`src/rtl/i2cw_pkg.sv`:
```
package i2cw_pkg;

  typedef enum logic [2:0] {
    PH_IDLE,
    PH_ADDR,
    PH_ADDR_ACK,
    PH_DATA,
    PH_DATA_ACK,
    PH_SKIP
  } phase_t;

  typedef struct packed {
    logic scl_lvl;
    logic sda_lvl;
    logic scl_rise;
    logic scl_fall;
    logic start;
    logic stop;
  } bus_ev_t;

endpackage

```
`src/rtl/i2cw_line_sync.sv`:
```
module i2cw_line_sync
  import i2cw_pkg::*;
#(
  parameter int STAGES = 2
) (
  input  logic    clk,
  input  logic    rst,
  input  logic    scl_i,
  input  logic    sda_i,
  output bus_ev_t ev
);

  localparam int NLINES = 2;   // index 0 = SCL, index 1 = SDA

  logic [NLINES-1:0] raw;
  logic [NLINES-1:0] lvl;
  logic [NLINES-1:0] prv;

  assign raw = {sda_i, scl_i};

  // One synchronizer chain per bus line; an idle bus is high.
  for (genvar g = 0; g < NLINES; g++) begin : g_line
    logic [STAGES-1:0] chain;
    always_ff @(posedge clk) begin
      if (rst) chain <= '1;
      else     chain <= {chain[STAGES-2:0], raw[g]};
    end
    assign lvl[g] = chain[STAGES-1];
  end

  always_ff @(posedge clk) begin
    if (rst) prv <= '1;
    else     prv <= lvl;
  end

  // SDA edges are qualified by SCL held high in both samples.
  always_comb begin
    ev.scl_lvl  = lvl[0];
    ev.sda_lvl  = lvl[1];
    ev.scl_rise = lvl[0] & ~prv[0];
    ev.scl_fall = ~lvl[0] & prv[0];
    ev.start    = prv[1] & ~lvl[1] & lvl[0] & prv[0];
    ev.stop     = ~prv[1] & lvl[1] & lvl[0] & prv[0];
  end

endmodule

```
`src/rtl/i2cw_addr_match.sv`:
```
module i2cw_addr_match #(
  parameter int             W       = 8,
  parameter logic [W-1:0]   BASE    = 8'hF8,
  parameter int             SEL_POS = 1
) (
  input  logic [W-1:0] cand,
  input  logic         sel,
  output logic         hit
);

  logic [W-1:0] want;

  always_comb begin
    want          = BASE;
    want[SEL_POS] = sel;
  end

  assign hit = (cand == want);

endmodule

```
`src/rtl/i2cw_frame.sv`:
```
module i2cw_frame
  import i2cw_pkg::*;
#(
  parameter int DATA_W = 8
) (
  input  logic              clk,
  input  logic              rst,
  input  bus_ev_t           ev,
  input  logic              hit,
  output logic [DATA_W-1:0] cand,
  output logic              sda_oe,
  output logic              wr_valid,
  output logic [DATA_W-1:0] wr_data
);

  localparam int                CNT_W = $clog2(DATA_W + 1);
  localparam logic [CNT_W-1:0]  LAST  = CNT_W'(DATA_W - 1);

  phase_t            ph;
  logic [DATA_W-1:0] shreg;
  logic [CNT_W-1:0]  bitcnt;
  logic              oe_q;
  logic              wv_q;
  logic [DATA_W-1:0] wd_q;

  // Byte as it stands once the current SDA sample is shifted in.
  assign cand = {shreg[DATA_W-2:0], ev.sda_lvl};

  always_ff @(posedge clk) begin
    if (rst) begin
      ph     <= PH_IDLE;
      shreg  <= '0;
      bitcnt <= '0;
      oe_q   <= 1'b0;
      wv_q   <= 1'b0;
      wd_q   <= '0;
    end else begin
      wv_q <= 1'b0;
      if (ev.start) begin
        ph     <= PH_ADDR;
        bitcnt <= '0;
        oe_q   <= 1'b0;
      end else if (ev.stop) begin
        ph     <= PH_IDLE;
        bitcnt <= '0;
        oe_q   <= 1'b0;
      end else begin
        unique case (ph)
          PH_ADDR, PH_DATA: begin
            if (ev.scl_rise) begin
              shreg <= cand;
              if (bitcnt == LAST) begin
                bitcnt <= '0;
                if (ph == PH_ADDR) begin
                  ph <= hit ? PH_ADDR_ACK : PH_SKIP;
                end else begin
                  ph   <= PH_DATA_ACK;
                  wv_q <= 1'b1;
                  wd_q <= cand;
                end
              end else begin
                bitcnt <= bitcnt + 1'b1;
              end
            end
          end
          PH_ADDR_ACK, PH_DATA_ACK: begin
            // First SCL fall: pull low; second fall: release, next byte.
            if (ev.scl_fall) begin
              if (!oe_q) begin
                oe_q <= 1'b1;
              end else begin
                oe_q <= 1'b0;
                ph   <= PH_DATA;
              end
            end
          end
          default: ;
        endcase
      end
    end
  end

  assign sda_oe   = oe_q;
  assign wr_valid = wv_q;
  assign wr_data  = wd_q;

  // the line is only pulled during an acknowledge phase
  p_oe_in_ack_r5: assert property (@(posedge clk) disable iff (rst)
    oe_q |-> (ph == PH_ADDR_ACK || ph == PH_DATA_ACK));

  // the write strobe is never wider than one cycle
  p_wr_single_r6: assert property (@(posedge clk) disable iff (rst)
    wv_q |=> !wv_q);

  // a refused transfer drives nothing
  p_skip_silent_r4: assert property (@(posedge clk) disable iff (rst)
    (ph == PH_SKIP) |-> (!oe_q && !wv_q));

  // entering the address acknowledge requires a comparator hit
  p_ack_needs_hit_r3: assert property (@(posedge clk) disable iff (rst)
    (ph == PH_ADDR_ACK && $past(ph) == PH_ADDR) |-> $past(hit));

  // enable toggles only with SCL low, apart from start/stop handling
  p_oe_scl_low_r9: assert property (@(posedge clk) disable iff (rst)
    ((oe_q != $past(oe_q)) && !$past(ev.start) && !$past(ev.stop))
      |-> !$past(ev.scl_lvl));

endmodule

```
`src/rtl/i2c_write_target.sv`:
```
module i2c_write_target
  import i2cw_pkg::*;
#(
  parameter int          SYNC_STAGES = 2,
  parameter int          DATA_W      = 8,
  parameter logic [7:0]  ADDR_BASE   = 8'hF8,
  parameter int          SEL_POS     = 1
) (
  input  logic              clk,
  input  logic              rst,
  input  logic              scl_i,
  input  logic              sda_i,
  input  logic              addr_sel,
  output logic              sda_oe,
  output logic              wr_valid,
  output logic [DATA_W-1:0] wr_data
);

  bus_ev_t           ev;
  logic [DATA_W-1:0] cand;
  logic              hit;

  i2cw_line_sync #(.STAGES(SYNC_STAGES)) u_sync (
    .clk   (clk),
    .rst   (rst),
    .scl_i (scl_i),
    .sda_i (sda_i),
    .ev    (ev)
  );

  i2cw_addr_match #(.W(DATA_W), .BASE(ADDR_BASE), .SEL_POS(SEL_POS)) u_match (
    .cand (cand),
    .sel  (addr_sel),
    .hit  (hit)
  );

  i2cw_frame #(.DATA_W(DATA_W)) u_frame (
    .clk      (clk),
    .rst      (rst),
    .ev       (ev),
    .hit      (hit),
    .cand     (cand),
    .sda_oe   (sda_oe),
    .wr_valid (wr_valid),
    .wr_data  (wr_data)
  );

  // a write strobe always follows a captured SCL rise
  p_wr_after_rise_r6: assert property (@(posedge clk) disable iff (rst)
    wr_valid |-> $past(ev.scl_rise));

  // start and stop never coincide with an SCL edge
  p_cond_no_scl_edge_r2: assert property (@(posedge clk) disable iff (rst)
    (ev.start || ev.stop) |-> !(ev.scl_rise || ev.scl_fall));

endmodule

```
`config.mk`:
```
export PLATFORM = sky130hd
export DESIGN_NAME = i2c_write_target
export DESIGN_NICKNAME = d
export VERILOG_FILES = /design/src/rtl/i2cw_pkg.sv /design/src/rtl/i2cw_line_sync.sv /design/src/rtl/i2cw_addr_match.sv /design/src/rtl/i2cw_frame.sv /design/src/rtl/i2c_write_target.sv
export SDC_FILE = /design/constraint.sdc
export NUM_CORES = 1
export LEC_CHECK = 0
export BUFFER_PORTS_ARGS = -buffer_cell sky130_fd_sc_hd__buf_2
export CAP_MARGIN = 0
export CORE_MARGIN = 3
export CORE_UTILIZATION = 46
export DETAILED_ROUTE_END_ITERATION = 7
export GPL_TIMING_DRIVEN = 0
export PLACE_DENSITY = 0.77
export SLEW_MARGIN = 20
export SYNTH_ARGS = -nofsm -noshare
export SYNTH_HDL_FRONTEND = slang
export SYNTH_SLANG_ARGS = --single-unit
export TNS_END_PERCENT = 20
```
`constraint.sdc`:
```
create_clock -name clk -period 1.4 [get_ports clk]
set_input_delay 0.28 -clock clk [delete_from_list [all_inputs] [get_ports clk]]
set_output_delay 0.28 -clock clk [all_outputs]
set_load 0.05 [all_outputs]
```
# Word-level counts from Yosys, hierarchy flattened

Cells that the tools add are included.

Bits in writable memories: 0
Bits in registers: 30
Bits of input ports: 5
Memories kept: 0
Memory bits (read-only): 0
Word-level logic and storage cells: 67
Output and inout port bits: 10
Latch bits: 0

Add/sub/neg operators: 1
Bitwise operators: 18
Div/mod/pow operators: 0
Eq/ne operators: 14
$lt $le $gt $ge: 0
Muxes and demuxes: 12
Shifts and indexed selects: 0
Multiply operators: 0
Reduce and logical (&&, ||, !) cells: 12

Operators with widths:

| operator                                       | count |
|---|---|
| two-way mux 3 bit                              | 6 |
| inverter 1 bit                                 | 10 |
| AND reduction 5 bit                            | 2 |
| AND 1 bit                                      | 8 |
| == test 8 bit                                  | 1 |
| != test 4 x 3 -> 1 bit (second input constant) | 2 |
| != test 4 bit (second input constant)          | 2 |
| == test 3 x 2 -> 1 bit (second input constant) | 2 |
| one-hot mux 3 bit (2 select lines)             | 1 |
| AND reduction 6 bit                            | 1 |
| OR reduction 6 bit                             | 1 |
| adder 4 x 1 -> 4 bit (second input constant)   | 1 |
| == test 4 x 3 -> 1 bit (second input constant) | 1 |
| two-way mux 1 bit                              | 4 |
| two-way mux 4 bit                              | 1 |
| != test 2 x 1 -> 1 bit (second input constant) | 2 |
| != test 2 bit (second input constant)          | 2 |
| AND reduction 2 bit                            | 2 |
| AND reduction 4 bit                            | 1 |
| nonzero test 4 bit                             | 1 |
| OR reduction 2 bit                             | 2 |
| == test 3 x 1 -> 1 bit (second input constant) | 1 |
| == test 3 bit (second input constant)          | 1 |
| OR reduction 3 bit                             | 1 |
| nonzero test 2 bit                             | 1 |

# Logic depth before layout (Yosys ltp)

Depth in word-level cells: 8
Mapped depth: 5
Depth with buffers taken out: 5

# Hierarchy

A second synthesis with hierarchy kept.

Cells, all modules: 131
Area total of the unflattened synthesis: 1255.0 µm²

Modules (own cells, without submodules):

| module          | cells each | sequential area each (µm²) | area an instance (µm²) | times used |
|---|---|---|---|---|
| i2cw_frame      | 109        | 480.5                      | 1019.7                 | 1 |
| i2cw_line_sync  | 18         | 120.1                      | 205.2                  | 1 |
| i2cw_addr_match | 4          | 0.0                        | 30.0                   | 1 |

# Worst setup path before layout

No wires, ideal clock.

Path type: reg2reg
Start: register u_frame.bitcnt[0]
End: register u_frame.wd_q[0] (netlist: u_frame.wr_data[0])
Path slack: -0.118 ns
Data required time: 1.272 ns
Stages on the path, launching flop included: 6
Arrival: 1.391 ns
Buffers on the path: 0
Clock period less this slack: 1.518 ns
Path through: dfxtp_1 ha_1 nand3b_1 nor3_4 mux2i_1 nor2_1

Longest elaborated chain between the ends: 2

Ends and longest elaborated chain:

| item                          | line             | RTL |
|---|---|---|
| start, declared               | i2cw_frame.sv:21 | `logic [CNT_W-1:0] bitcnt;` |
| start signal, assigned        | i2cw_frame.sv:62 | `bitcnt <= bitcnt + 1'b1;` |
| == test 4 x 3 -> 1 bit        | i2cw_frame.sv:52 | `if (bitcnt == LAST) begin` |
| AND reduction 6 bit (no line) | --               |  |
| end signal, assigned          | i2cw_frame.sv:59 | `wd_q <= cand;` |
| end, declared                 | i2cw_frame.sv:24 | `logic [DATA_W-1:0] wd_q;` |

No other way between the ends.
A chain may end at the register's enable or synchronous reset.

# Worst setup path after layout

Start: register u_frame.bitcnt[0]
End: register u_frame.wd_q[1] (netlist: u_frame.wr_data[1])

The elaborated chain is that of the path after synthesis.

==> flow_summary.html <==
<table>
<tr><th>Metric</th><th>Value</th></tr>
<tr><th colspan="2">Die</th></tr>
<tr><td>Number of placement rows</td><td>18</td></tr>
<tr><td>Io pins</td><td>15</td></tr>
<tr><td>Initial Utilization</td><td>0.4865</td></tr>
<tr><td>Die Y</td><td>57.42 um</td></tr>
<tr><td>Placeable core region</td><td>2500 um2</td></tr>
<tr><td>Die extent in x</td><td>57.42 um</td></tr>
<tr><td>Die area</td><td>3297 um2</td></tr>
<tr><th colspan="2">Finish</th></tr>
<tr><td>Final Cell Area</td><td>1475 um2</td></tr>
<tr><td>Ratio of cells with drive above 1 in the final layout</td><td>0.3067</td></tr>
<tr><td>Synthesis-to-layout area growth</td><td>21.30%</td></tr>
<tr><td>Antenna diode count</td><td>0</td></tr>
<tr><td># nets final</td><td>157</td></tr>
<tr><th colspan="2">Timing</th></tr>
<tr><td>Worst path setup slack after routing</td><td>-81.18 ps</td></tr>
<tr><td>Number of endpoints failing setup at the final stage</td><td>9</td></tr>
<tr><td>Transition time at the pin with the least slew margin</td><td>535.1 ps</td></tr>
<tr><td>Final count of hold timing violations</td><td>0</td></tr>
<tr><td>Unrepaired setup endpoints after global routing</td><td>yes</td></tr>
<tr><td>Final clock period utilization by the worst path</td><td>1.058</td></tr>
<tr><td>Relative slew slack</td><td>0.6426</td></tr>
<tr><td>Maximum achievable frequency</td><td>0.6751 GHz</td></tr>
<tr><td>Max-slew violation total from the final report</td><td>0</td></tr>
<tr><td>Worst Clk Skew</td><td>4.886 ps</td></tr>
<tr><td>Min Tclk post-route</td><td>1481 ps</td></tr>
<tr><td>Final setup TNS</td><td>-535.0 ps</td></tr>
<tr><th colspan="2">Logic synthesis</th></tr>
<tr><td>Netlist cell types</td><td>34</td></tr>
<tr><td>Share of synthesized area occupied by flip-flops and latches</td><td>0.4938</td></tr>
<tr><td>Synth top area share</td><td>0.4938</td></tr>
<tr><td>Cell types with the highest counts after synthesis</td><td>sky130_fd_sc_hd__dfxtp_1 (30), sky130_fd_sc_hd__nand2_1 (19), sky130_fd_sc_hd__nor2_1 (11), sky130_fd_sc_hd__a21oi_1 (10), sky130_fd_sc_hd__mux2i_1 (8)</td></tr>
<tr><td>Total nets after synthesis</td><td>131</td></tr>
<tr><td>Post-synth top flop</td><td>sky130_fd_sc_hd__dfxtp_1</td></tr>
<tr><td>Summed instance area of the synthesized netlist</td><td>1216 um2</td></tr>
<tr><td>Mean Syn Cell Area</td><td>9.729 um2</td></tr>
<tr><td>Largest area contributor in the netlist</td><td>sky130_fd_sc_hd__dfxtp_1</td></tr>
<tr><td>Most common cell in the synthesized netlist</td><td>sky130_fd_sc_hd__dfxtp_1</td></tr>
<tr><td>Synth Register Bits</td><td>30</td></tr>
<tr><td>Number of instances in the synthesized netlist</td><td>125</td></tr>
<tr><td>Count of flip-flops with a built-in enable after synthesis</td><td>0</td></tr>
<tr><td>Biggest area contributors in the synthesized netlist</td><td>sky130_fd_sc_hd__dfxtp_1 (49%), sky130_fd_sc_hd__mux2i_1 (6.6%), sky130_fd_sc_hd__nand2_1 (5.9%)</td></tr>
<tr><td>Async set or reset register ratio after synthesis</td><td>0</td></tr>
<tr><td>Synth Warn #</td><td>0</td></tr>
<tr><th colspan="2">CTS</th></tr>
<tr><td>TritonCTS clock tree</td><td>yes</td></tr>
<tr><td>Number of buffers on the longest clock path</td><td>2</td></tr>
<tr><td># clock sinks</td><td>30</td></tr>
<tr><td>Master cell of the clock root buffer</td><td>sky130_fd_sc_hd__clkbuf_4</td></tr>
<tr><td>Insertion delay of the later-clocked pin in the worst-skew pair</td><td>320 ps</td></tr>
<tr><td>Deepest level of the CTS H-tree</td><td>2</td></tr>
<tr><td>Clock buffer count from CTS</td><td>5</td></tr>
<tr><td>Number of buffers added to fix hold violations after cts</td><td>0</td></tr>
<tr><td>Worst-path clk slew</td><td>80 ps</td></tr>
<tr><th colspan="2">Critical path</th></tr>
<tr><td>Worst path required time</td><td>1600 ps</td></tr>
<tr><td>Arrival time of the worst setup path</td><td>1680 ps</td></tr>
<tr><td>Kind of end point of the critical path</td><td>register</td></tr>
<tr><td>Maximum fanout along the worst path</td><td>8</td></tr>
<tr><td>Worst setup path category</td><td>reg2reg</td></tr>
<tr><td>Startpoint types</td><td>register</td></tr>
<tr><th colspan="2">Global routing</th></tr>
<tr><td>Number of antenna violations at the first check in global routing</td><td>0</td></tr>
<tr><td>Grt ovf</td><td>0</td></tr>
<tr><td>Via count of the first global-routing pass</td><td>1005</td></tr>
<tr><td>Overall global routing resource usage</td><td>0.1651</td></tr>
<tr><td>Wire length of the first global-routing pass</td><td>4.071 mm</td></tr>
<tr><td>Largest net degree at the start of global routing</td><td>11</td></tr>
<tr><th colspan="2">Outcome</th></tr>
<tr><td>Run status</td><td>finished with violations</td></tr>
<tr><td>Violated checks</td><td>setup timing</td></tr>
<tr><th colspan="2">Placement</th></tr>
<tr><td>Post-detailed-placement cell area</td><td>1339 um2</td></tr>
<tr><td>Final HPWL DP</td><td>1.660 mm</td></tr>
<tr><td>GP Congestion</td><td>0.7950</td></tr>
<tr><td>Buffers on Ports</td><td>14</td></tr>
<tr><th colspan="2">Drt</th></tr>
<tr><td>DR WL/cell</td><td>12.77 um</td></tr>
<tr><td>Number of nets still failing antenna checks after routing</td><td>0</td></tr>
<tr><td>Number of DRC markers after the initial detailed-route iteration</td><td>16</td></tr>
<tr><td>Wire length after detailed routing</td><td>2.298 mm</td></tr>
<tr><td>Average vias per placed instance</td><td>5.439</td></tr>
<tr><td>Post-detailed-route DRC marker count</td><td>0</td></tr>
<tr><td>Drt first pass iters</td><td>4</td></tr>
<tr><td>Total via count after detailed routing</td><td>979</td></tr>
<tr><th colspan="2">Pwr</th></tr>
<tr><td>Worst vdd ir</td><td>0.0008049 V</td></tr>
<tr><td>PwrDens</td><td>984.2 nW/um2</td></tr>
<tr><td>Leakage power of the design</td><td>0.0005427 uW</td></tr>
<tr><th colspan="2">Flow run</th></tr>
<tr><td>Number of max-cap violations</td><td>0</td></tr>
<tr><th colspan="2">Hold path</th></tr>
<tr><td>Worst min-delay path category</td><td>in2reg</td></tr>
</table>
-- worst paths after layout --
kind / startpoint / endpoint / slack, ps / depth (start not counted)
max: u_frame.bitcnt[0] / u_frame.wr_data[1] / -80 / 6
min: sda_i / u_sync.g_line[1].chain[0] / 140 / 2
max reg2reg: u_frame.bitcnt[0] / u_frame.wr_data[1] / -80 / 6
min reg2reg: u_sync.g_line[1].chain[0] / u_sync.g_line[1].chain[1] / 420 / 1
-- layout make-up --
| type | count | area [um2] |
|---|---|---|
| fillers | 210 | 1025 |
| inverters | 2 | 7.507 |
| repair buffers | 19 | 120.1 |
| clock buffers | 6 | 51.30 |
| plain buffers | 4 | 22.52 |
| well taps | 30 | 37.54 |
| flip-flops and latches | 30 | 610.6 |
| multi-input cells | 89 | 625.6 |
-- cell usage in the layout (no fill, tap or decap), drive strengths merged, types with 2 or more instances in the layout --
cell     synthesis  layout
clkbuf           3      10
nand3            2       2
dfxtp           30      30
mux2i            8       8
nand2           19      19
a211o            2       2
xor2             2       2
nor2            11      11
nor3             3       3
or2              6       6
inv              2       2
buf              1      19
nor3b            3       3
xnor2            4       4
a21oi           10      10
o2111ai          2       2
nor2b            2       2
nand4bb          2       2
-- where the power goes --
group	switching, uW	total (uW)	internal [uW]
sequential	19.2	885	866
clock	259	484	226
combinational	44.5	82.4	37.9
-- stage by stage --
stage               instances  utilization  power (uW)  hold WS [ps]  worst slack [ps]
floorplan                 125            -       959.5         383.8            -80.26
global placement          169       0.5355       978.8         393.8            -251.9
detailed placement        169       0.5355       983.2         400.1            -312.1
CTS                       180       0.5811        1461         129.4            -71.78
global route              180       0.5901        1524         111.9            -170.4
finish                    180       0.5901        1452         139.6            -81.18
-- per-layer routing --
layer / up-vias / share of wire / global-route usage
met5: - / 0 / 0
met4: 0 / 0.035 / 0.09934
met3: 12 / 0.057 / 0.08371
met2: 30 / 0.49 / 0.2758
met1: 451 / 0.41 / 0.1617
li1: 486 / - / -
-- registers in the layout, summed over array words and instances (netlist names) --
signal and count:
u_frame.shreg 7, u_sync.g_line.chain 4, u_sync.prv 2, u_frame.bitcnt 4, u_frame.sda_oe 1, u_frame.wr_valid 1
u_frame.wr_data 8, u_frame.ph 3
-- critical path, cell delays in order, from the launching register on --
cell	delay, ps
sky130_fd_sc_hd__dfxtp_4	370
sky130_fd_sc_hd__ha_4	130
sky130_fd_sc_hd__nand3b_1	200
sky130_fd_sc_hd__nor3_4	250
sky130_fd_sc_hd__buf_12	160
sky130_fd_sc_hd__mux2i_1	190
sky130_fd_sc_hd__nor2_1	60
-- timing repair --
action / 4_1_cts / 5_1_grt
setup endpoints to repair: 11 / 14
cloned: 0 / 0
pin swaps: 2 / 0
resized for setup: 5 / 6
buffers inserted: 5 / 0
endpoints found under the hold margin: 0 / 0
-- cell families (layout without fill, tap and decap cells) --
family,after synthesis,after routing,share of synthesized area
and+or+nand+nor,54,54,0.2624
DFF,30,30,0.4938
buffers and inverters,6,31,0.01955
AOI/OAI and AO/OA,20,20,0.1050
adders and majority gates,1,1,0.01029
xor gates and xnor gates,6,6,0.04321
muxes,8,8,0.06585
Power figures use the tool's default switching activity.
